<file path="config.mk">
export PLATFORM = sky130hd
export DESIGN_NAME = smb_regbank_target
export DESIGN_NICKNAME = d
export VERILOG_FILES = /design/src/rtl/smbt_pkg.sv /design/src/rtl/smbt_line_events.sv /design/src/rtl/smbt_sequencer.sv /design/src/rtl/smbt_regbank.sv /design/src/rtl/smb_regbank_target.sv
export SDC_FILE = /design/constraint.sdc
export NUM_CORES = 1
export LEC_CHECK = 0
export ABC_CLOCK_PERIOD_IN_PS = 2800
export BUFFER_PORTS_ARGS = -buffer_cell sky130_fd_sc_hd__buf_2
export CAP_MARGIN = 5
export CORE_ASPECT_RATIO = 0.7
export CORE_MARGIN = 2
export CORE_UTILIZATION = 60
export DETAILED_ROUTE_END_ITERATION = 6
export GPL_ROUTABILITY_DRIVEN = 0
export PLACE_DENSITY = 0.82
export SYNTH_ARGS = -nofsm -noshare
export SYNTH_HDL_FRONTEND = slang
export SYNTH_HIERARCHICAL = 1
export SYNTH_SLANG_ARGS = --single-unit
</file>
<file path="constraint.sdc">
create_clock -name clk -period 2.8 [get_ports clk]
set_input_delay 0.28 -clock clk [delete_from_list [all_inputs] [get_ports clk]]
set_output_delay 0.28 -clock clk [all_outputs]
set_load 0.005 [all_outputs]
</file>
<file path="src/rtl/smbt_pkg.sv">
package smbt_pkg;

  typedef enum logic [2:0] {
    PH_IDLE,
    PH_ADDR,
    PH_INDEX,
    PH_COUNT,
    PH_WDATA,
    PH_RDATA
  } phase_t;

  // Decoded strap codes: 00 low, 01 mid, 1x high.
  function automatic logic [6:0] strap_addr(input logic [1:0] hi, input logic [1:0] lo);
    logic [7:0] wa;
    unique case (hi)
      2'b00:   wa = (lo == 2'b00) ? 8'hD8 : (lo == 2'b01) ? 8'hDA : 8'hDE;
      2'b01:   wa = (lo == 2'b00) ? 8'hC2 : (lo == 2'b01) ? 8'hC4 : 8'hC6;
      default: wa = (lo == 2'b00) ? 8'hCA : (lo == 2'b01) ? 8'hCC : 8'hCE;
    endcase
    return wa[7:1];
  endfunction

endpackage

</file>
<file path="src/rtl/smbt_line_events.sv">
module smbt_line_events (
  input  logic clk,
  input  logic rst_n,
  input  logic scl_i,
  input  logic sda_i,
  output logic scl_rise,
  output logic scl_fall,
  output logic start_ev,
  output logic stop_ev
);
  logic scl_q, sda_q;

  always_ff @(posedge clk or negedge rst_n) begin
    if (!rst_n) begin
      scl_q <= 1'b1;
      sda_q <= 1'b1;
    end else begin
      scl_q <= scl_i;
      sda_q <= sda_i;
    end
  end

  assign scl_rise = scl_i & ~scl_q;
  assign scl_fall = ~scl_i & scl_q;
  assign start_ev = scl_i & scl_q & sda_q & ~sda_i;
  assign stop_ev  = scl_i & scl_q & ~sda_q & sda_i;
endmodule

</file>
<file path="src/rtl/smbt_sequencer.sv">
module smbt_sequencer #(
  parameter int NREG = 9
) (
  input  logic       clk,
  input  logic       rst_n,
  input  logic       scl_rise,
  input  logic       scl_fall,
  input  logic       start_ev,
  input  logic       stop_ev,
  input  logic       sda_bit,
  input  logic [6:0] my_addr,
  input  logic [7:0] len_byte,
  input  logic [7:0] rd_data,
  output logic [7:0] rd_idx,
  output logic       wr_en,
  output logic [7:0] wr_idx,
  output logic [7:0] wr_data,
  output logic       sda_pull_low
);
  import smbt_pkg::*;

  localparam logic [7:0] LAST_IDX = 8'(NREG - 1);

  phase_t     st;
  logic [3:0] bitcnt;
  logic [6:0] shin;
  logic [7:0] txsh, idx, remain;
  logic       ack_drive, host_turn, pull;
  logic [7:0] byte_in;
  logic [7:0] idx_nx;

  assign byte_in = {shin, sda_bit};
  assign idx_nx  = (idx >= LAST_IDX) ? 8'd0 : idx + 8'd1;

  assign wr_en   = scl_rise && (st == PH_WDATA) && (bitcnt == 4'd7) && (remain != 8'd0);
  assign wr_idx  = idx;
  assign wr_data = byte_in;
  assign rd_idx  = idx;
  assign sda_pull_low = pull;

  always_ff @(posedge clk or negedge rst_n) begin
    if (!rst_n) begin
      st        <= PH_IDLE;
      bitcnt    <= '0;
      shin      <= '0;
      txsh      <= '0;
      idx       <= '0;
      remain    <= '0;
      ack_drive <= 1'b0;
      host_turn <= 1'b0;
      pull      <= 1'b0;
    end else if (start_ev || stop_ev) begin
      st        <= start_ev ? PH_ADDR : PH_IDLE;
      bitcnt    <= '0;
      ack_drive <= 1'b0;
      host_turn <= 1'b0;
      pull      <= 1'b0;
    end else if (st != PH_IDLE) begin
      if (scl_rise) begin
        if (bitcnt < 4'd8) begin
          shin   <= byte_in[6:0];
          bitcnt <= bitcnt + 4'd1;
          if (bitcnt == 4'd7) begin
            ack_drive <= 1'b0;
            host_turn <= 1'b0;
            unique case (st)
              PH_ADDR: begin
                if (byte_in[7:1] == my_addr) begin
                  ack_drive <= 1'b1;
                  if (byte_in[0]) begin
                    st   <= PH_RDATA;
                    txsh <= len_byte;
                  end else begin
                    st <= PH_INDEX;
                  end
                end else begin
                  st <= PH_IDLE;
                end
              end
              PH_INDEX: begin
                idx       <= byte_in;
                ack_drive <= 1'b1;
                st        <= PH_COUNT;
              end
              PH_COUNT: begin
                remain    <= byte_in;
                ack_drive <= 1'b1;
                st        <= PH_WDATA;
              end
              PH_WDATA: begin
                if (remain != 8'd0) begin
                  ack_drive <= 1'b1;
                  remain    <= remain - 8'd1;
                  idx       <= idx_nx;
                end
              end
              PH_RDATA: host_turn <= 1'b1;
              default: ;
            endcase
          end
        end else if (bitcnt == 4'd8) begin
          bitcnt <= 4'd9;
          if (host_turn) begin
            if (sda_bit) begin
              st <= PH_IDLE;
            end else begin
              txsh <= rd_data;
              idx  <= idx_nx;
            end
          end
        end
      end else if (scl_fall) begin
        if (bitcnt == 4'd8) begin
          pull <= ack_drive;
        end else if (bitcnt == 4'd9) begin
          bitcnt <= '0;
          pull   <= (st == PH_RDATA) ? ~txsh[7] : 1'b0;
        end else if (st == PH_RDATA) begin
          pull <= ~txsh[3'd7 - bitcnt[2:0]];
        end
      end
    end
  end
endmodule

</file>
<file path="src/rtl/smbt_regbank.sv">
module smbt_regbank #(
  parameter int         NOUT      = 12,
  parameter int         LEN_W     = 5,
  parameter logic [4:0] LEN_RESET = 5'd8,
  parameter logic [7:0] ID_BYTE   = 8'h11,
  parameter logic [7:0] DEV_BYTE  = 8'hC9
) (
  input  logic             clk,
  input  logic             rst_n,
  input  logic             wr_en,
  input  logic [7:0]       wr_idx,
  input  logic [7:0]       wr_data,
  input  logic [7:0]       rd_idx,
  output logic [7:0]       rd_data,
  input  logic [1:0]       pll_mode_latch,
  input  logic             freq_sel_latch,
  output logic [NOUT-1:0]  out_en,
  output logic             sw_ctrl_en,
  output logic [1:0]       sw_mode,
  output logic [LEN_W-1:0] rd_count
);
  localparam int         EN_BYTES = (NOUT + 7) / 8;
  localparam int         EN_BITS  = EN_BYTES * 8;
  localparam logic [7:0] IDX_CTL  = 8'd0;
  localparam logic [7:0] IDX_ID   = 8'd5;
  localparam logic [7:0] IDX_DEV  = 8'd6;
  localparam logic [7:0] IDX_LEN  = 8'd7;

  logic [EN_BITS-1:0] en_ext;
  logic [7:0]         ctl_byte;

  for (genvar g = 0; g < NOUT; g++) begin : g_en
    localparam logic [7:0] BYTE_IDX = 8'(1 + g / 8);
    localparam int         BIT_POS  = g % 8;
    always_ff @(posedge clk or negedge rst_n) begin
      if (!rst_n)                            out_en[g] <= 1'b1;
      else if (wr_en && wr_idx == BYTE_IDX)  out_en[g] <= wr_data[BIT_POS];
    end
  end

  always_ff @(posedge clk or negedge rst_n) begin
    if (!rst_n) begin
      sw_ctrl_en <= 1'b0;
      sw_mode    <= 2'b00;
      rd_count   <= LEN_W'(LEN_RESET);
    end else if (wr_en) begin
      if (wr_idx == IDX_CTL) begin
        sw_ctrl_en <= wr_data[3];
        sw_mode    <= wr_data[2:1];
      end
      if (wr_idx == IDX_LEN) rd_count <= wr_data[LEN_W-1:0];
    end
  end

  assign en_ext   = EN_BITS'(out_en);
  assign ctl_byte = {pll_mode_latch, 2'b00, sw_ctrl_en, sw_mode, freq_sel_latch};

  always_comb begin
    rd_data = 8'h00;
    if (rd_idx == IDX_CTL) rd_data = ctl_byte;
    if (rd_idx == IDX_ID)  rd_data = ID_BYTE;
    if (rd_idx == IDX_DEV) rd_data = DEV_BYTE;
    if (rd_idx == IDX_LEN) rd_data = 8'(rd_count);
    for (int b = 0; b < EN_BYTES; b++)
      if (rd_idx == 8'(1 + b)) rd_data = en_ext[8*b +: 8];
  end
endmodule

</file>
<file path="src/rtl/smb_regbank_target.sv">
module smb_regbank_target #(
  parameter int NOUT = 12,
  parameter int NREG = 9
) (
  input  logic            clk,
  input  logic            rst_n,
  input  logic            scl_i,
  input  logic            sda_i,
  output logic            sda_pull_low,
  input  logic [1:0]      strap_hi,
  input  logic [1:0]      strap_lo,
  input  logic [1:0]      pll_mode_latch,
  input  logic            freq_sel_latch,
  output logic [NOUT-1:0] out_en,
  output logic            sw_ctrl_en,
  output logic [1:0]      sw_mode,
  output logic [4:0]      rd_count
);
  logic       scl_rise, scl_fall, start_ev, stop_ev;
  logic [6:0] my_addr;
  logic [7:0] rd_idx, rd_data, wr_idx, wr_data;
  logic       wr_en;

  assign my_addr = smbt_pkg::strap_addr(strap_hi, strap_lo);

  smbt_line_events u_ev (
    .clk(clk), .rst_n(rst_n), .scl_i(scl_i), .sda_i(sda_i),
    .scl_rise(scl_rise), .scl_fall(scl_fall), .start_ev(start_ev), .stop_ev(stop_ev)
  );

  smbt_sequencer #(.NREG(NREG)) u_seq (
    .clk(clk), .rst_n(rst_n), .scl_rise(scl_rise), .scl_fall(scl_fall),
    .start_ev(start_ev), .stop_ev(stop_ev), .sda_bit(sda_i), .my_addr(my_addr),
    .len_byte({3'b000, rd_count}), .rd_data(rd_data), .rd_idx(rd_idx),
    .wr_en(wr_en), .wr_idx(wr_idx), .wr_data(wr_data), .sda_pull_low(sda_pull_low)
  );

  smbt_regbank #(.NOUT(NOUT)) u_bank (
    .clk(clk), .rst_n(rst_n), .wr_en(wr_en), .wr_idx(wr_idx), .wr_data(wr_data),
    .rd_idx(rd_idx), .rd_data(rd_data), .pll_mode_latch(pll_mode_latch),
    .freq_sel_latch(freq_sel_latch), .out_en(out_en), .sw_ctrl_en(sw_ctrl_en),
    .sw_mode(sw_mode), .rd_count(rd_count)
  );
endmodule

</file>
## Word-level counts from Yosys, hierarchy flattened

Index checks and enable logic that the tools add are counted.

| storage, ports and cells | value |
|---|---|
| register bits | 63 |
| bits of input ports | 11 |
| output and inout port bits | 21 |
| word-level logic and storage cells | 187 |

| cells by class | value |
|---|---|
| add/sub/neg operators | 4 |
| magnitude comparators | 3 |
| eq/ne operators | 29 |
| mux-type cells | 75 |
| bitwise operators | 14 |
| reductions and logical operators | 36 |

Operators with widths:

| operator | number |
|---|---|
| 8-bit 2-to-1 mux | 22 |
| 3-bit 2-to-1 mux | 14 |
| 4-bit 2-to-1 mux | 8 |
| 8-bit one-hot mux with 2 select lines | 2 |
| 8-bit by 3-bit == test with 1-bit output (second input constant) | 3 |
| 1-bit 2-to-1 mux | 23 |
| 3-bit nonzero test | 6 |
| 2-bit nonzero test | 8 |
| 7-bit AND reduction | 2 |
| 2-bit != test (second input constant) | 6 |
| 4-bit AND reduction | 3 |
| 5-bit one-hot mux with 2 select lines | 1 |
| 10-bit AND reduction | 1 |
| 3-bit one-hot mux with 3 select lines | 1 |
| 9-bit AND reduction | 1 |
| 8-bit by 1-bit adder with 8-bit output (second input constant) | 1 |
| 4-bit == test (second input constant) | 2 |
| 8-bit by 1-bit == test with 1-bit output (second input constant) | 1 |
| 8-bit by 2-bit == test with 1-bit output (second input constant) | 1 |
| 8-bit by 4-bit >= comparator with 1-bit output (second input constant) | 1 |
| 8-bit zero test | 1 |
| 8-bit nonzero test | 1 |
| 8-bit by 1-bit subtractor with 8-bit output (second input constant) | 1 |
| 1-bit bitwise AND | 7 |
| 27 further kinds | 44 |

## Longest topological paths before layout

Gate-level depths: netlist of the first run.

| logic depth | value |
|---|---|
| depth in word-level cells | 12 |
| depth in mapped cells | 9 |
| depth with buffers taken out | 8 |

## Hierarchy

Netlist of the first run, hierarchy kept.

Modules (own cells, without submodules):

| module | instances | cells each | area each (µm²) | seq. area each (µm²) |
|---|---|---|---|---|
| smbt_sequencer | 1 | 277 | 2685.1 | 1026.0 |
| smbt_regbank | 1 | 99 | 1151.1 | 516.7 |
| smbt_line_events | 1 | 6 | 85.1 | 52.6 |
| smb_regbank_target | 1 | 8 | 43.8 | 0.0 |

## Worst setup path after synthesis of the first run

OpenSTA, ideal clock, no wires.

| timing path | value |
|---|---|
| path type | register to register |
| start | register u_seq.st[1] |
| end | register u_bank.rd_count[0] |
| setup time | 0.125 ns |
| arrival | 2.456 ns |
| path slack | 0.219 ns |
| cell stages (with the launch flop) | 10 |
| buffers on the path | 2 |
| clock period less this slack | 2.581 ns |
| path through | dfrtp_1 or3b_1 clkbuf_1 a31o_2 nor2_1 or4b_4 nor2_4 and3_1 buf_6 mux2_4 |

| on the way | value |
|---|---|
| word-level cells in the longest chain between the ends | 5 |

Ends and longest elaborated chain:

| item | RTL line | source |
|---|---|---|
| start: declaration | smbt_sequencer.sv:24 | `phase_t st;` |
| start signal: assignment | smbt_sequencer.sv:53 | `st <= start_ev ? PH_ADDR : PH_IDLE;` |
| 3-bit == test | smbt_sequencer.sv:35 | `assign wr_en = scl_rise && (st == PH_WDATA) && (bitcnt == 4'd7) && (remain != 8'd0);` |
| 1-bit logical AND (3 in a row) | smbt_sequencer.sv:35 |  |
| named net wr_en | smb_regbank_target.sv:22 | `logic wr_en;` |
| 2-bit AND reduction (no source line) | -- |  |
| end signal: assignment | smbt_regbank.sv:45 | `rd_count <= LEN_W'(LEN_RESET);` |
| end signal: assignment | smbt_regbank.sv:51 | `if (wr_idx == IDX_LEN) rd_count <= wr_data[LEN_W-1:0];` |
| end: declaration | smbt_regbank.sv:20 | `output logic [LEN_W-1:0] rd_count` |

The timed path passes the listed nets, and every way through them passes these cells.
A chain may end at the register's enable or synchronous reset.

## Worst setup path in the final report of the first run

| timing path | value |
|---|---|
| start | register u_seq.bitcnt[2] |
| end | register u_bank.rd_count[1] |

| on the way | value |
|---|---|
| word-level cells in the longest chain between the ends | 4 |

Ends and longest elaborated chain:

| item | RTL line | source |
|---|---|---|
| start: declaration | smbt_sequencer.sv:25 | `logic [3:0] bitcnt;` |
| start signal: assignment | smbt_sequencer.sv:62 | `bitcnt <= bitcnt + 4'd1;` |
| 4-bit by 3-bit == test with 1-bit output | smbt_sequencer.sv:35 |  |
| 1-bit logical AND (2 in a row) | smbt_sequencer.sv:35 |  |
| named net wr_en | smb_regbank_target.sv:22 |  |
| 2-bit AND reduction (no source line) | -- |  |

The timed path passes the listed nets, and every way through them passes these cells.

==> results_tabular.tex, run 1 <==
\begin{tabular}{lr}
\hline
Metric & Value \\
\hline
\multicolumn{2}{l}{\textbf{Power and ir drop}} \\
Power density over cell area & a little over 500 mW/mm\^{}2 \\
Worst ir drop on vdd & $\sim$0.59 mV \\
Reported leakage power & 1.93 nW \\
\multicolumn{2}{l}{\textbf{Final layout}} \\
Diodes inserted & 0 \\
Proportion of layout cells with a drive suffix above 1 & 31.1\% \\
Final cell count without fillers & between 500 and 600 \\
Filler instances & 462 \\
Core Util, Final & 68.4\% \\
Number of nets at the end of the flow & roughly 440 \\
Area added between synthesis and finish & 8.80\% \\
\multicolumn{2}{l}{\textbf{Timing}} \\
Final period util & about nine tenths \\
Setup violation total in the final timing report & 0 \\
Number of pins exceeding their max-slew limit in the final report & 0 \\
Clock period minus worst slack & 2570 ps \\
Summed negative setup slack over all endpoints & 0 ps \\
Final hold violation count & 0 \\
Transition time at the pin with the least slew margin & roughly 790 ps \\
Max\_slew headroom & 47.4\% \\
Fmax & 0.389 GHz \\
Maximum clock skew at final layout & $\sim$9.5 ps \\
RSZ-0062 raised after global routing & false \\
\multicolumn{2}{l}{\textbf{Setup path}} \\
Highest-delay cell along the critical path & sky130\_fd\_sc\_hd\_\_dfrtp\_1 \\
Arrival time at the worst endpoint & 2800 ps \\
Worst Path Max Fanout & 12 \\
Critical Path End Type & flop \\
Setup Crit Path Kind & reg -> reg \\
Largest delay contributor family on the critical path & simple AND/OR/NAND/NOR gates \\
Critical Path Source Type & flop \\
Worst-path cell chain & nand4b\_1, nor2\_1, or4b\_4, nor2\_4, and3\_1, mux2\_4 \\
Number of buffer and inverter instances along the worst setup path & 0 \\
Required time reported for the critical path endpoint & 3030 ps \\
Highest cell delay on the worst timing path & 600 ps \\
\multicolumn{2}{l}{\textbf{Flow run}} \\
Number of violations of the max-capacitance limit & 0 \\
\multicolumn{2}{l}{\textbf{CTS}} \\
Cells resized by post-CTS repair & 0 \\
Maximum level of the CTS H-tree & 3 \\
Number of buffers created by CTS & 9 \\
CTS hold repair buffers & 0 \\
Number of setup buffers added after CTS & 0 \\
TritonCTS clock tree & built \\
Clock transition time at the flip-flop clock pins of the worst setup and hold paths & 80 ps \\
Clock latency reported for the late side of the worst-skew pair & 340 ps \\
Root Buffer Master & sky130\_fd\_sc\_hd\_\_clkbuf\_8 \\
Sinks on the clock net & 63 \\
Worst-case clock buffer depth & 2 \\
\multicolumn{2}{l}{\textbf{Logic synthesis}} \\
Post-synth EDFFs & 0 \\
Top\_reg\_cell synth & sky130\_fd\_sc\_hd\_\_dfrtp\_1 \\
Sequential-to-total area share from yosys stat & 40.2\% \\
Synthesis-stage register bit count & 63 \\
Synthesized area & 0.00397 mm\^{}2 \\
Number of cells produced by synthesis & 390 \\
Number of distinct standard cells referenced by the synthesized netlist & 75 \\
Warning count from the yosys run & 6 \\
Share of flip-flops with an asynchronous set or reset after synthesis & 100\% \\
Avg Synthesized Cell Area & roughly 10 um\^{}2 \\
\multicolumn{2}{l}{\textbf{Global routing}} \\
Total routing usage reported by global routing & approximately 28\% \\
Overflow after GRT & 0 \\
Via count of the first global-routing pass & between 3000 and 4000 \\
Number of antenna violations at the first check in global routing & 0 \\
Maximum number of pins on one net before global-route repair & 64 \\
Global-route wire length before repair & 15.7 mm \\
\multicolumn{2}{l}{\textbf{Floorplanning}} \\
Number of core rows & 24 \\
Die height & about 72 um \\
Floorplan Core Area & 0.00631 mm\^{}2 \\
Width of the chip & approximately 100 um \\
Number of top-level design ports & 32 \\
Starting density of the core & 62.9\% \\
Area of the die & 0.00729 mm\^{}2 \\
\multicolumn{2}{l}{\textbf{Route}} \\
Routed vias/inst & 6.36 \\
First-pass detailed-route iteration total & 5 \\
Via count & 3194 \\
Drt drc & 0 \\
Final WL & between 9 and 10 mm \\
Iter 0 DRT Violations & 222 \\
Post-route antenna net violation count & 0 \\
Routed len/inst & 18.9 um \\
\multicolumn{2}{l}{\textbf{Place}} \\
Placed cells & 486 \\
PortBufs & 31 \\
HPWL after DPL & 6.65 mm \\
\multicolumn{2}{l}{\textbf{Outcome}} \\
Run status & finished, final reports clean \\
\multicolumn{2}{l}{\textbf{Min path}} \\
Hold/Removal Path Class & in -> reg \\
\hline
\end{tabular}
[path summary, 6_finish.rpt]
kind                                      start                 end  slack (ps)  cells past startpoint
worst max-delay path            u_seq/bitcnt[2]  u_bank/rd_count[1]         230                      6
worst min-delay path                      scl_i          u_ev/scl_q          70                      1
worst max register to register  u_seq/bitcnt[2]  u_bank/rd_count[1]         230                      6
max in group asynchronous                 rst_n     u_seq/remain[1]        2180                      2
min in group asynchronous                 rst_n       u_seq/txsh[2]         100                      2
worst min register to register  u_seq/remain[7]     u_seq/remain[7]         540                      1
[metrics by stage]
step	setup WS [ps]	instance area, um^2	total power [mW]	hold slack, ps
global placement	283	4140	1.47	417
finish	229	4310	2.18	68.0
CTS	246	4310	2.19	54.4
detailed placement	240	4140	1.49	418
floorplan	219	3980	1.34	-15.6
global route	121	4310	2.29	53.6
[registers in the layout (all words and copies together) (netlist names)]
register,count
u_seq/host_turn,1
u_bank/sw_mode,2
u_seq/rd_idx,8
u_seq/txsh,8
u_seq/remain,8
u_seq/shin,7
u_bank/sw_ctrl_en,1
u_seq/ack_drive,1
u_seq/bitcnt,4
u_bank/out_en,12
u_ev/scl_q,1
u_ev/sda_q,1
u_seq/st,3
u_seq/sda_pull_low,1
u_bank/rd_count,5
[area by class of cell]
class	instances	area (um^2)	share of cell area, %
inverter	14	52.6	1.22
tap	78	97.6	2.26
clock inverter	7	50.0	1.16
timing repair buffer	43	245	5.68
sequential	63	1600	37.0
clock buffer	9	124	2.87
multi-input combinational	288	2150	49.8
[layer usage]
metal / part of all wire [%] / vias to the layer above / track usage, %
li1: - / 1479 / -
met1: 46 / 1574 / 40.8
met2: 47 / 135 / 41.9
met3: 6.7 / 6 / 7.03
met4: 0.55 / 0 / 7.21
met5: 0 / - / 0
[cells in the mapped netlist, types with 3 or more instances]
cell type | instances | share of area (%)
sky130_fd_sc_hd__mux2_2 | 26 | 7.4
sky130_fd_sc_hd__mux2_4 | 5 | 1.9
sky130_fd_sc_hd__or3_1 | 5 | 0.79
sky130_fd_sc_hd__nand2_1 | 21 | 2.0
sky130_fd_sc_hd__o21ai_1 | 6 | 0.76
sky130_fd_sc_hd__clkbuf_1 | 7 | 0.66
sky130_fd_sc_hd__dfrtp_1 | 48 | 30
sky130_fd_sc_hd__xor2_1 | 8 | 1.8
sky130_fd_sc_hd__nor3b_1 | 4 | 0.76
sky130_fd_sc_hd__nor2b_1 | 9 | 1.4
sky130_fd_sc_hd__a211oi_1 | 4 | 0.76
sky130_fd_sc_hd__buf_4 | 11 | 2.1
sky130_fd_sc_hd__o22a_1 | 6 | 1.3
sky130_fd_sc_hd__nand2b_1 | 6 | 0.95
sky130_fd_sc_hd__buf_6 | 3 | 0.85
sky130_fd_sc_hd__ha_1 | 6 | 1.9
sky130_fd_sc_hd__o21ai_0 | 10 | 1.3
sky130_fd_sc_hd__nor3_1 | 12 | 1.5
sky130_fd_sc_hd__a21oi_1 | 15 | 1.9
sky130_fd_sc_hd__nand3_1 | 3 | 0.38
sky130_fd_sc_hd__mux2i_1 | 3 | 0.76
sky130_fd_sc_hd__o22ai_1 | 12 | 1.9
sky130_fd_sc_hd__and4b_1 | 3 | 0.76
sky130_fd_sc_hd__dfstp_2 | 15 | 9.9
sky130_fd_sc_hd__a2bb2oi_2 | 8 | 3.0
sky130_fd_sc_hd__a31o_1 | 3 | 0.66
sky130_fd_sc_hd__nor2_1 | 39 | 3.7
sky130_fd_sc_hd__buf_2 | 8 | 1.0
sky130_fd_sc_hd__a22oi_1 | 3 | 0.57
sky130_fd_sc_hd__inv_1 | 14 | 1.3
sky130_fd_sc_hd__a31oi_1 | 8 | 1.3
sky130_fd_sc_hd__nand3b_1 | 3 | 0.57
[power breakdown]
part | switching (mW) | total (mW) | leakage (nW) | internal, mW
sequential | 0.132 | 1.10 | 0.786 | 0.969
clock | 0.389 | 0.709 | 0.0812 | 0.320
combinational | 0.209 | 0.375 | 1.07 | 0.166
total | 0.729 | 2.18 | 1.93 | 1.45
[kinds of logic (layout without fill, tap and decap cells)]
kind of cell,after synthesis,in the layout,share of synthesized area (%)
simple gates,129,129,19.0
flops,63,63,40.2
compound gates,103,103,20.2
buf+inv,43,73,5.93
fa+ha+maj,6,6,1.89
other cells,2,6,0.189
xor+xnor,9,9,1.99
mux,35,35,10.6
[cells in the final DEF (no fill, tap or decap), types with 3 or more instances in the layout]
master	instances
sky130_fd_sc_hd__dfrtp_1	48
sky130_fd_sc_hd__nor2_1	39
sky130_fd_sc_hd__buf_2	31
sky130_fd_sc_hd__mux2_2	26
sky130_fd_sc_hd__nand2_1	21
sky130_fd_sc_hd__a21oi_1	15
sky130_fd_sc_hd__dfstp_2	15
sky130_fd_sc_hd__inv_1	14
sky130_fd_sc_hd__buf_4	12
sky130_fd_sc_hd__o22ai_1	12
sky130_fd_sc_hd__nor3_1	12
sky130_fd_sc_hd__o21ai_0	10
sky130_fd_sc_hd__clkbuf_8	9
sky130_fd_sc_hd__nor2b_1	9
sky130_fd_sc_hd__xor2_1	8
sky130_fd_sc_hd__a2bb2oi_2	8
sky130_fd_sc_hd__a31oi_1	8
sky130_fd_sc_hd__nand2b_1	6
sky130_fd_sc_hd__conb_1	6
sky130_fd_sc_hd__o21ai_1	6
sky130_fd_sc_hd__o22a_1	6
sky130_fd_sc_hd__ha_1	6
sky130_fd_sc_hd__or3_1	5
sky130_fd_sc_hd__mux2_4	5
sky130_fd_sc_hd__a211oi_1	4
sky130_fd_sc_hd__nor3b_1	4
sky130_fd_sc_hd__clkinvlp_4	3
sky130_fd_sc_hd__nand3b_1	3
sky130_fd_sc_hd__mux2i_1	3
sky130_fd_sc_hd__a22oi_1	3
sky130_fd_sc_hd__and4b_1	3
sky130_fd_sc_hd__a31o_1	3
sky130_fd_sc_hd__nand3_1	3
Power figures use the tool's default switching activity.
==> inputs of run 2 (changes only) <==
Settings changed: SETUP_SLACK_MARGIN from default to 0.3.
==> results_tabular.tex, run 2 (same netlist as run 1, synthesis figures left out) <==
\begin{tabular}{lr}
\hline
Metric & Value \\
\hline
\multicolumn{2}{l}{\textbf{Final layout}} \\
Area added between synthesis and finish & 12.3\% \\
Largest register by flop count & u\_bank/out\_en \\
Total non-filler cell area in the finished layout & 0.00445 mm\^{}2 (+3.2\%) \\
Most frequent cells in the layout & sky130\_fd\_sc\_hd\_\_dfrtp\_1, sky130\_fd\_sc\_hd\_\_nor2\_1, sky130\_fd\_sc\_hd\_\_buf\_2 \\
Final cell count without fillers & 508 (+1.2\%) \\
Diodes inserted & 0 (unchanged) \\
Proportion of layout cells with a drive suffix above 1 & 32.6\% (+1.4 points) \\
Largest register FFs & 12 (unchanged) \\
Number of nets at the end of the flow & 442 (+1.4\%) \\
Most frequent standard cell in the layout excluding fill and tap cells & sky130\_fd\_sc\_hd\_\_dfrtp\_1 \\
Filler instances & 500 (+8.2\%) \\
Core Util, Final & 70.6\% (+2.2 points) \\
\multicolumn{2}{l}{\textbf{Route}} \\
Routed vias/inst & 6.32 (-0.62\%) \\
Final WL & 9.67 mm (+1.9\%) \\
Drt drc & 0 (unchanged) \\
Routed len/inst & 19.0 um (+0.68\%) \\
Iter 0 DRT Violations & 238 (+7.2\%) \\
Post-route antenna net violation count & 0 (unchanged) \\
First-pass detailed-route iteration total & 5 (unchanged) \\
Via count & 3212 (+0.56\%) \\
\multicolumn{2}{l}{\textbf{Power and ir drop}} \\
Worst ir drop on vdd & 0.485 mV (-18\%) \\
Power density over cell area & 554 mW/mm\^{}2 (+9.5\%) \\
Reported leakage power & 2.01 nW (+3.7\%) \\
\multicolumn{2}{l}{\textbf{Timing}} \\
Maximum clock skew at final layout & 8.53 ps (-0.982 ps) \\
Number of pins exceeding their max-slew limit in the final report & 0 (unchanged) \\
Final hold violation count & 0 (unchanged) \\
Summed negative setup slack over all endpoints & 0 ps (unchanged) \\
Transition time at the pin with the least slew margin & 841 ps (+52.3 ps) \\
Clock period minus worst slack & 2430 ps (-136 ps) \\
Max\_slew headroom & 44.0\% (-3.5 points) \\
Final period util & 86.9\% (-4.9 points) \\
Fmax & 0.411 GHz (+5.6\%) \\
Final-layout worst hold slack & 55.1 ps (-12.9 ps) \\
Setup violation total in the final timing report & 0 (unchanged) \\
RSZ-0062 raised after global routing & false \\
\multicolumn{2}{l}{\textbf{CTS}} \\
Root Buffer Master & sky130\_fd\_sc\_hd\_\_clkbuf\_8 \\
Number of buffers created by CTS & 9 (unchanged) \\
Clock latency reported for the late side of the worst-skew pair & 350 ps (about the same) \\
Sinks on the clock net & 63 (unchanged) \\
Clock transition time at the flip-flop clock pins of the worst setup and hold paths & 70 ps (about the same) \\
TritonCTS clock tree & built \\
Maximum level of the CTS H-tree & 3 (unchanged) \\
Worst-case clock buffer depth & 2 (unchanged) \\
\multicolumn{2}{l}{\textbf{Global routing}} \\
Overflow after GRT & 0 (unchanged) \\
Global-route wire length before repair & 15.9 mm (+1.3\%) \\
Via count of the first global-routing pass & 3133 (+1.9\%) \\
Total routing usage reported by global routing & 28.4\% (+0.50 points) \\
Number of antenna violations at the first check in global routing & 0 (unchanged) \\
Maximum number of pins on one net before global-route repair & 26 (-59\%) \\
\multicolumn{2}{l}{\textbf{Min path}} \\
Cell depth of the worst min-delay path & 1 (unchanged) \\
Hold/Removal Path Class & in -> reg \\
\multicolumn{2}{l}{\textbf{Floorplanning}} \\
Area of the die & 0.00729 mm\^{}2 (unchanged) \\
Starting density of the core & 62.9\% (unchanged) \\
Number of core rows & 24 (unchanged) \\
Die height & 72.0 um (unchanged) \\
Number of top-level design ports & 32 (unchanged) \\
Floorplan Core Area & 0.00631 mm\^{}2 (unchanged) \\
Width of the chip & 101 um (unchanged) \\
\multicolumn{2}{l}{\textbf{Place}} \\
Dpl cell area & 0.00418 mm\^{}2 (+0.94\%) \\
PortBufs & 31 (unchanged) \\
HPWL after DPL & 6.76 mm (+1.7\%) \\
Placed cells & 489 (+0.62\%) \\
\multicolumn{2}{l}{\textbf{Setup path}} \\
Depth of the most critical reg-to-reg path & 8 (+2) \\
Setup Crit Path Kind & reg -> reg \\
Critical Path End Type & flop \\
Arrival time at the worst endpoint & 2660 ps (-140 ps) \\
Required time reported for the critical path endpoint & 3030 ps (about the same) \\
Critical Path Source Type & flop \\
Worst Path Max Fanout & 5 (-7) \\
\multicolumn{2}{l}{\textbf{Flow run}} \\
Number of violations of the max-capacitance limit & 0 (unchanged) \\
\multicolumn{2}{l}{\textbf{Outcome}} \\
Run status & finished, final reports clean \\
\hline
\end{tabular}
run 2: worst paths after layout:
check / slack [ps] / start / endpoint
setup / recovery: 370 / u_seq/remain[0] / u_bank/rd_count[0]
hold / removal: 60 / scl_i / u_ev/scl_q
setup reg to reg: 370 / u_seq/remain[0] / u_bank/rd_count[0]
hold reg to reg: 520 / u_seq/txsh[1] / u_seq/txsh[1]
max in group asynchronous: 1610 / rst_n / u_ev/scl_q
min in group asynchronous: 450 / rst_n / u_bank/sw_ctrl_en
run 2: critical path, stage by stage (launching register included):
cell                      delay (ps)
sky130_fd_sc_hd__dfrtp_1         420
sky130_fd_sc_hd__inv_1           120
sky130_fd_sc_hd__ha_1            240
sky130_fd_sc_hd__a31o_4          220
sky130_fd_sc_hd__nor2_1          100
sky130_fd_sc_hd__or4b_4          510
sky130_fd_sc_hd__nor2_4          130
sky130_fd_sc_hd__and3_4          270
sky130_fd_sc_hd__mux2_4          310
run 2: where the power goes:
part,switching [mW],internal (mW)
registers,0.122,0.969
clock network,0.377,0.594
logic,0.231,0.174
run 2: repair_timing:
action	CTS	global route
buffers inserted	1	1
pin swaps	2	1
gates resized for setup	0	1
endpoints found under the hold margin	12	0
endpoints found under the setup margin	1	4
hold buffers	1	0
run 2: routing by layer:
metal	track usage (%)	up-vias	part of all wire, %
met5	0	-	0
met4	8.11	0	1.2
met3	7.61	10	6.7
met2	42.4	122	46
met1	41.1	1594	46
li1	-	1486	-
run 2: cell type report:
type	count	area, um^2	area share, %
multi-input combinational	288	2170	48.7
sequential	63	1600	35.8
timing repair buffer	49	293	6.58
clock buffer	9	124	2.78
clock inverter	7	121	2.73
tap	78	97.6	2.19
inverter	14	52.6	1.18
run 2: stage by stage:
step	setup WS [ps]	power, mW
after floorplan	278	1.34
after global placement	339	1.48
after global routing	301	2.58
after detailed placement	305	1.50
final	366	2.47
after CTS	377	2.48
